`src/rtl/adc_seq_pkg.sv`:
```
package adc_seq_pkg;
  typedef enum logic [1:0] {
    ST_IDLE = 2'd0,
    ST_REQ  = 2'd1,
    ST_WAIT = 2'd2
  } seq_state_e;

  localparam logic [1:0] IRQ_EACH = 2'b00;
  localparam logic [1:0] IRQ_SEQ  = 2'b01;
  localparam logic [1:0] IRQ_HALF = 2'b10;
endpackage

```
`src/rtl/adc_ref_monitor.sv`:
```
module adc_ref_monitor #(
  parameter int unsigned REF_SETTLE_CYC = 5
) (
  input  logic clk_i,
  input  logic rst_ni,
  input  logic ref_en_i,
  output logic ref_ok_o
);
  generate
    if (REF_SETTLE_CYC == 0) begin : g_no_settle
      logic en_q;
      always_ff @(posedge clk_i or negedge rst_ni) begin
        if (!rst_ni) en_q <= 1'b0;
        else         en_q <= ref_en_i;
      end
      assign ref_ok_o = en_q;
    end else begin : g_settle
      localparam int unsigned CW = $clog2(REF_SETTLE_CYC + 1);
      localparam logic [CW-1:0] LIMIT = CW'(REF_SETTLE_CYC);
      logic [CW-1:0] cnt_q;
      always_ff @(posedge clk_i or negedge rst_ni) begin
        if (!rst_ni)              cnt_q <= '0;
        else if (!ref_en_i)       cnt_q <= '0;
        else if (cnt_q != LIMIT)  cnt_q <= cnt_q + 1'b1;
      end
      assign ref_ok_o = (cnt_q == LIMIT);
    end
  endgenerate

  AST_REF_OFF_LOW: assert property (@(posedge clk_i) disable iff (!rst_ni)
    !ref_en_i |=> !ref_ok_o);
endmodule

```
`src/rtl/adc_seq_fsm.sv`:
```
module adc_seq_fsm
  import adc_seq_pkg::*;
#(
  parameter int unsigned SEQ_LEN   = 4,
  parameter int unsigned BUF_DEPTH = 8
) (
  input  logic clk_i,
  input  logic rst_ni,
  input  logic start_wr_i,
  input  logic start_wdata_i,
  input  logic cont_mode_i,
  input  logic stop_mode_i,
  input  logic pmm_mode_i,
  input  logic swb_en_i,
  input  logic conv_done_i,
  input  logic acq_ext_i,
  output logic conv_req_o,
  output logic start_o,
  output logic busy_o,
  output logic conv_evt_o,
  output logic seq_end_evt_o,
  output logic half_evt_o
);
  localparam int unsigned SEQ_CW = (SEQ_LEN > 1) ? $clog2(SEQ_LEN) : 1;
  localparam int unsigned BUF_AW = (BUF_DEPTH > 1) ? $clog2(BUF_DEPTH) : 1;
  localparam logic [SEQ_CW-1:0] SEQ_LAST = SEQ_CW'(SEQ_LEN - 1);
  localparam logic [BUF_AW-1:0] BUF_LAST = BUF_AW'(BUF_DEPTH - 1);
  localparam logic [BUF_AW-1:0] HALF_PRE = BUF_AW'(BUF_DEPTH / 2 - 1);

  seq_state_e        state_q, state_d;
  logic              start_q, start_d;
  logic              pmm_q;
  logic [SEQ_CW-1:0] seq_q, seq_d;
  logic [BUF_AW-1:0] ptr_q, ptr_d;

  logic pmm_enter, force_stop, start_acc, stop_wr, stopping;
  logic conv_evt, seq_last;

  assign pmm_enter  = pmm_mode_i && !pmm_q;
  assign force_stop = stop_mode_i || pmm_enter;
  assign busy_o     = (state_q != ST_IDLE);
  assign start_acc  = start_wr_i && start_wdata_i && !busy_o && !force_stop &&
                      (!pmm_mode_i || swb_en_i);
  assign stop_wr    = start_wr_i && !start_wdata_i;
  assign stopping   = stop_wr || !start_q;
  assign conv_evt   = (state_q == ST_WAIT) && conv_done_i && !force_stop;
  assign seq_last   = conv_evt && (seq_q == SEQ_LAST);

  always_comb begin
    state_d = state_q;
    start_d = start_q;
    seq_d   = seq_q;
    ptr_d   = ptr_q;
    if (force_stop) begin
      state_d = ST_IDLE;
      start_d = 1'b0;
    end else if (start_acc) begin
      state_d = ST_REQ;
      start_d = 1'b1;
      seq_d   = '0;
      ptr_d   = '0;
    end else begin
      if (stop_wr) start_d = 1'b0;
      unique case (state_q)
        ST_REQ: state_d = ST_WAIT;
        ST_WAIT: begin
          if (conv_evt) begin
            seq_d = seq_last ? '0 : seq_q + 1'b1;
            ptr_d = (ptr_q == BUF_LAST) ? '0 : ptr_q + 1'b1;
            if (stopping) begin
              state_d = ST_IDLE;
            end else if (seq_last && !cont_mode_i) begin
              state_d = ST_IDLE;
              start_d = 1'b0;
            end else begin
              state_d = ST_REQ;
            end
          end else if (stopping && acq_ext_i) begin
            state_d = ST_IDLE;
          end
        end
        default: state_d = ST_IDLE;
      endcase
    end
  end

  always_ff @(posedge clk_i or negedge rst_ni) begin
    if (!rst_ni) begin
      state_q <= ST_IDLE;
      start_q <= 1'b0;
      pmm_q   <= 1'b0;
      seq_q   <= '0;
      ptr_q   <= '0;
    end else begin
      state_q <= state_d;
      start_q <= start_d;
      pmm_q   <= pmm_mode_i;
      seq_q   <= seq_d;
      ptr_q   <= ptr_d;
    end
  end

  assign conv_req_o    = (state_q == ST_REQ);
  assign start_o       = start_q;
  assign conv_evt_o    = conv_evt;
  assign seq_end_evt_o = seq_last;
  assign half_evt_o    = conv_evt && (ptr_q == HALF_PRE);

  AST_REQ_ONE_CYCLE: assert property (@(posedge clk_i) disable iff (!rst_ni)
    conv_req_o |=> !conv_req_o);
  AST_SINGLE_ENDS: assert property (@(posedge clk_i) disable iff (!rst_ni)
    (seq_last && !cont_mode_i) |=> (!start_o && !busy_o));
  AST_CONT_GOES_ON: assert property (@(posedge clk_i) disable iff (!rst_ni)
    (seq_last && cont_mode_i && start_q && !stop_wr) |=> (start_o && conv_req_o));
  AST_STOP_DEFERRED: assert property (@(posedge clk_i) disable iff (!rst_ni)
    ((state_q == ST_WAIT) && !start_q && !conv_done_i && !acq_ext_i && !force_stop)
      |=> busy_o);
  AST_STOP_IMMEDIATE: assert property (@(posedge clk_i) disable iff (!rst_ni)
    ((state_q == ST_WAIT) && stopping && acq_ext_i && !force_stop) |=> !busy_o);
  AST_STOP_MODE_IDLE: assert property (@(posedge clk_i) disable iff (!rst_ni)
    stop_mode_i |=> (!start_o && !busy_o));
  AST_PMM_BLOCKS: assert property (@(posedge clk_i) disable iff (!rst_ni)
    (pmm_mode_i && !swb_en_i && !start_q) |=> !start_o);
  AST_START_NEEDS_BUSY: assert property (@(posedge clk_i) disable iff (!rst_ni)
    start_o |-> busy_o);
endmodule

```
`src/rtl/adc_flag_irq.sv`:
```
module adc_flag_irq
  import adc_seq_pkg::*;
(
  input  logic       clk_i,
  input  logic       rst_ni,
  input  logic [1:0] int_mode_i,
  input  logic       conv_evt_i,
  input  logic       seq_end_evt_i,
  input  logic       half_evt_i,
  input  logic       start_one_wr_i,
  input  logic       flag_clr_i,
  input  logic       int_en_i,
  input  logic       int_mask_i,
  output logic       flag_o,
  output logic       irq_o
);
  logic flag_q, set_evt, clr_evt;

  always_comb begin
    unique case (int_mode_i)
      IRQ_SEQ:  set_evt = seq_end_evt_i;
      IRQ_HALF: set_evt = half_evt_i;
      default:  set_evt = conv_evt_i;
    endcase
  end

  assign clr_evt = start_one_wr_i || flag_clr_i;

  always_ff @(posedge clk_i or negedge rst_ni) begin
    if (!rst_ni)      flag_q <= 1'b0;
    else if (set_evt) flag_q <= 1'b1;
    else if (clr_evt) flag_q <= 1'b0;
  end

  assign flag_o = flag_q;
  assign irq_o  = flag_q && int_en_i && !int_mask_i;

  AST_FLAG_SET: assert property (@(posedge clk_i) disable iff (!rst_ni)
    set_evt |=> flag_o);
  AST_FLAG_CLEAR: assert property (@(posedge clk_i) disable iff (!rst_ni)
    (clr_evt && !set_evt) |=> !flag_o);
  AST_FLAG_HOLD: assert property (@(posedge clk_i) disable iff (!rst_ni)
    (!clr_evt && !set_evt) |=> $stable(flag_o));
endmodule

```
`src/rtl/adc_seq_ctrl.sv`:
```
module adc_seq_ctrl #(
  parameter int unsigned SEQ_LEN        = 4,
  parameter int unsigned BUF_DEPTH      = 8,
  parameter int unsigned REF_SETTLE_CYC = 5
) (
  input  logic       clk_i,
  input  logic       rst_ni,
  input  logic       start_wr_i,
  input  logic       start_wdata_i,
  input  logic       cont_mode_i,
  input  logic [1:0] int_mode_i,
  input  logic       flag_clr_i,
  input  logic       int_en_i,
  input  logic       int_mask_i,
  input  logic       stop_mode_i,
  input  logic       pmm_mode_i,
  input  logic       swb_en_i,
  input  logic       ref_en_i,
  input  logic       conv_done_i,
  input  logic       acq_ext_i,
  output logic       conv_req_o,
  output logic       start_o,
  output logic       busy_o,
  output logic       flag_o,
  output logic       irq_o,
  output logic       ref_ok_o
);
  logic conv_evt, seq_end_evt, half_evt;

  adc_ref_monitor #(.REF_SETTLE_CYC(REF_SETTLE_CYC)) i_ref (
    .clk_i    (clk_i),
    .rst_ni   (rst_ni),
    .ref_en_i (ref_en_i),
    .ref_ok_o (ref_ok_o)
  );

  adc_seq_fsm #(.SEQ_LEN(SEQ_LEN), .BUF_DEPTH(BUF_DEPTH)) i_fsm (
    .clk_i         (clk_i),
    .rst_ni        (rst_ni),
    .start_wr_i    (start_wr_i),
    .start_wdata_i (start_wdata_i),
    .cont_mode_i   (cont_mode_i),
    .stop_mode_i   (stop_mode_i),
    .pmm_mode_i    (pmm_mode_i),
    .swb_en_i      (swb_en_i),
    .conv_done_i   (conv_done_i),
    .acq_ext_i     (acq_ext_i),
    .conv_req_o    (conv_req_o),
    .start_o       (start_o),
    .busy_o        (busy_o),
    .conv_evt_o    (conv_evt),
    .seq_end_evt_o (seq_end_evt),
    .half_evt_o    (half_evt)
  );

  adc_flag_irq i_flag (
    .clk_i          (clk_i),
    .rst_ni         (rst_ni),
    .int_mode_i     (int_mode_i),
    .conv_evt_i     (conv_evt),
    .seq_end_evt_i  (seq_end_evt),
    .half_evt_i     (half_evt),
    .start_one_wr_i (start_wr_i && start_wdata_i),
    .flag_clr_i     (flag_clr_i),
    .int_en_i       (int_en_i),
    .int_mask_i     (int_mask_i),
    .flag_o         (flag_o),
    .irq_o          (irq_o)
  );

  AST_IRQ_NEEDS_FLAG: assert property (@(posedge clk_i) disable iff (!rst_ni)
    irq_o |-> (flag_o && !int_mask_i));
endmodule

```
`config.mk`:
```
export PLATFORM = sky130hd
export DESIGN_NAME = adc_seq_ctrl
export DESIGN_NICKNAME = d
export VERILOG_FILES = /design/src/rtl/adc_seq_pkg.sv /design/src/rtl/adc_ref_monitor.sv /design/src/rtl/adc_seq_fsm.sv /design/src/rtl/adc_flag_irq.sv /design/src/rtl/adc_seq_ctrl.sv
export SDC_FILE = /design/constraint.sdc
export NUM_CORES = 1
export LEC_CHECK = 0
export ABC_AREA = 1
export CAP_MARGIN = 0
export CORE_AREA = 5 5 49 51
export CTS_BUF_LIST = sky130_fd_sc_hd__clkbuf_8
export CTS_CLUSTER_SIZE = 10
export DETAILED_ROUTE_END_ITERATION = 6
export DIE_AREA = 0 0 54 56
export GPL_ROUTABILITY_DRIVEN = 0
export PLACE_DENSITY = 0.72
export SLEW_MARGIN = 10
export SYNTH_ARGS = -nofsm -noshare
export SYNTH_HDL_FRONTEND = slang
export SYNTH_SLANG_ARGS = --single-unit
```
`constraint.sdc`:
```
create_clock -name clk_i -period 1.1 [get_ports clk_i]
set_input_delay 0.275 -clock clk_i [delete_from_list [all_inputs] [get_ports clk_i]]
set_output_delay 0.275 -clock clk_i [all_outputs]
set_load 0.01 [all_outputs]
```
==> flow_summary.json <==
{
  "status": "finished with violations",
  "violations": "setup timing",
  "slew_headroom_pct": 85.95,
  "ys_dominant_reg_cell": "dfrtp_1",
  "fillers": 146,
  "ios": 22,
  "end_kind": "output pin",
  "vias": 824,
  "setup_viol_count_final": 11,
  "multi_input_area_um2": 539.3,
  "hp-class": "in2async",
  "die-area_um2": 3024,
  "dpl.hpwl_mm": 1.468,
  "synth_top_area_share_pct": 40.12,
  "synth_seq_cells": 13,
  "worst_pin_slew_ns": 0.2101,
  "yosysUniqueCellTypes": 15,
  "rows": 16,
  "vias_per_cell": 4.682,
  "start_util_pct": 42.63,
  "final_layout_size_suffix_gt1_share_pct": 41.61,
  "clock_sinks": 13,
  "slew_violations": 0,
  "cts_tree": "built",
  "synth_cells": 105,
  "cts_buffer_depth": 2,
  "hold_slack_ns": 0.3367,
  "synth_area_leaders": "dfrtp_1 (40%), nand2_1 (13%), ha_1 (12%), inv_1 (8.3%), nor2_1 (7.9%)",
  "core_region_area_um2": 1902,
  "synth_edf_count": 0,
  "min_period_over_period_pct": 120.9,
  "cts_buffers": 3,
  "wl_per_cell_um": 12.29,
  "synthTopCellsByCount": "nand2_1 (28), inv_1 (18), nor2_1 (17)",
  "grt_usage_pct": 15.51,
  "h-tree-depth": 1,
  "dp_slack_ns": -0.5742,
  "syn2layout_area_growth_pct": 66.36,
  "cellLeakagePower_nw": 0.6976,
  "die_x_um": 54,
  "port_buffers": 21,
  "arrival_ns": 1.06,
  "skew_ns": 0.006464,
  "antenna_cells": 0,
  "synth_seq_area_share_pct": 40.12,
  "async_flop_share_pct": 100.0,
  "clockRootBuffer": "clkbuf_8",
  "hold_viol": 0,
  "drt-total-wl_mm": 2.163,
  "antenna_found_initial": 0,
  "cts_hold_buf": 0,
  "startpoint_type": "flip-flop",
  "grt_first_pass_wirelength_mm": 3.525,
  "synth_fp_nets": 129,
  "p_per_area_nw_per_um2": 938.0,
  "rsz0062_at_grt": "true",
  "fin_total_pwr_mw": 1.265,
  "critPathMaxFanout": 2,
  "path_class": "reg2out",
  "instances_no_fill": 176,
  "syn_area_um2": 810.8,
  "syn-mean-instance-area_um2": 7.722,
  "nets": 174,
  "reg2regPathDepth": 7,
  "dp_cells": 170,
  "crit_required_ns": 0.82,
  "die_h_um": 56,
  "seqCellArea_um2": 325.3,
  "grt_pass1_vias": 884,
  "max_freq_ghz": 0.7518,
  "yosysMostFrequentCell": "nand2_1",
  "clk_pin_slew_worst_paths_ns": 0.06,
  "first_pass_iters": 4,
  "grt_max_degree": 14,
  "finalCriticalPeriod_ns": 1.330,
  "peakVddDrop_mv": 0.8685,
  "drcViolationCount": 0,
  "grt-ovfl-total": 0,
  "clk_latency_ns": 0.25,
  "drtIter0Drc": 6,
  "synth_warnings": 0,
  "maxCapViolCount": 0,
  "fin_ws_ns": -0.2302,
  "synth_top_area_cell": "dfrtp_1",
  "post-route-util_pct": 70.92,
  "drtAntennaViolNets": 0
}
==> layout make-up <==
type                       instances  area share, %
multi-input combinational         75          39.98
clock buffer                       3          3.061
clock inverter                     1         0.2783
sequential                        13          24.12
inverter                          18          5.009
timing repair buffer              39          25.05
tap                               27          2.505
==> report_power, final <==
group / switching, mW / total (mW) / internal, mW
sequential: 0.0196 / 0.530 / 0.511
clock: 0.181 / 0.427 / 0.247
combinational: 0.150 / 0.308 / 0.158
total: 0.350 / 1.27 / 0.915
==> flip-flops by register name (all words and copies together) (netlist names) <==
name,cells
i_fsm.seq_q,2
i_fsm.ptr_q,3
i_fsm.state_q,2
i_fsm.pmm_q,1
i_ref.g_settle.cnt_q,3
i_fsm.start_o,1
i_flag.flag_o,1
==> placed cells by master (no fill, tap or decap) <==
cell / count
nand2_1: 20
inv_1: 15
buf_4: 15
dfrtp_1: 13
nor2_1: 12
nand2_2: 9
clkdlybuf4s50_1: 9
dlygate4sd2_1: 6
buf_6: 6
inv_2: 4
nor2_4: 4
nand3_1: 4
nor2_2: 3
o21ai_2: 3
nand3b_1: 3
ha_2: 3
ha_1: 3
clkbuf_8: 3
buf_2: 3
nand3_4: 2
nand3_2: 2
ha_4: 2
a21oi_4: 1
a21oi_2: 1
o21ai_1: 1
or2_2: 1
a31oi_1: 1
==> per-stage QoR <==
step,setup TNS [ns],area (um^2)
after floorplan,0,813.3
after global placement,-4.489,1185
after detailed placement,-4.915,1185
after CTS,-0.9255,1296
after global routing,-1.863,1349
final,-1.050,1349
==> kinds of logic after synthesis <==
group	share of synthesized area, %
AO/OA/AOI/OAI	5.865
buffers and inverters	8.333
adder cells (fa/ha/maj)	12.35
AND/OR/NAND/NOR	33.33
flip-flops	40.12
==> final timing paths <==
kind | from | to | slack (ns)
min in group clk_i | pmm_mode_i | i_fsm.pmm_q | 0.50
max reg2reg | i_fsm.state_q[0] | i_fsm.start_o | -0.08
min reg2reg | i_fsm.ptr_q[1] | i_fsm.ptr_q[1] | 0.53
max in group asynchronous | rst_ni | i_fsm.seq_q[0] | 0.59
max | i_ref.g_settle.cnt_q[1] | ref_ok_o | -0.23
min | rst_ni | i_fsm.pmm_q | 0.34
==> per-layer routing <==
layer | GRT usage [%] | wire (um) | share of wire, % | vias up
met5 | 0 | 0 | 0 | -
met4 | 4.982 | 27 | 1.2 | 0
met3 | 5.094 | 113 | 5.2 | 4
met2 | 27.34 | 1216 | 56 | 17
met1 | 16.75 | 805 | 37 | 389
li1 | - | - | - | 414
==> timing repair <==
action                     CTS  global route
gates cloned                 1             0
pin swaps                   13            11
gates resized for setup     51            22
buffers inserted             4             0
setup endpoints to repair   17            16
==> critical path, cell delays in order (launching register included) <==
cell	delay [ns]
dfrtp_1	0.37
inv_1	0.06
ha_2	0.18
nand2_2	0.06
inv_2	0.06
buf_6	0.09
Power figures use the tool's default switching activity.
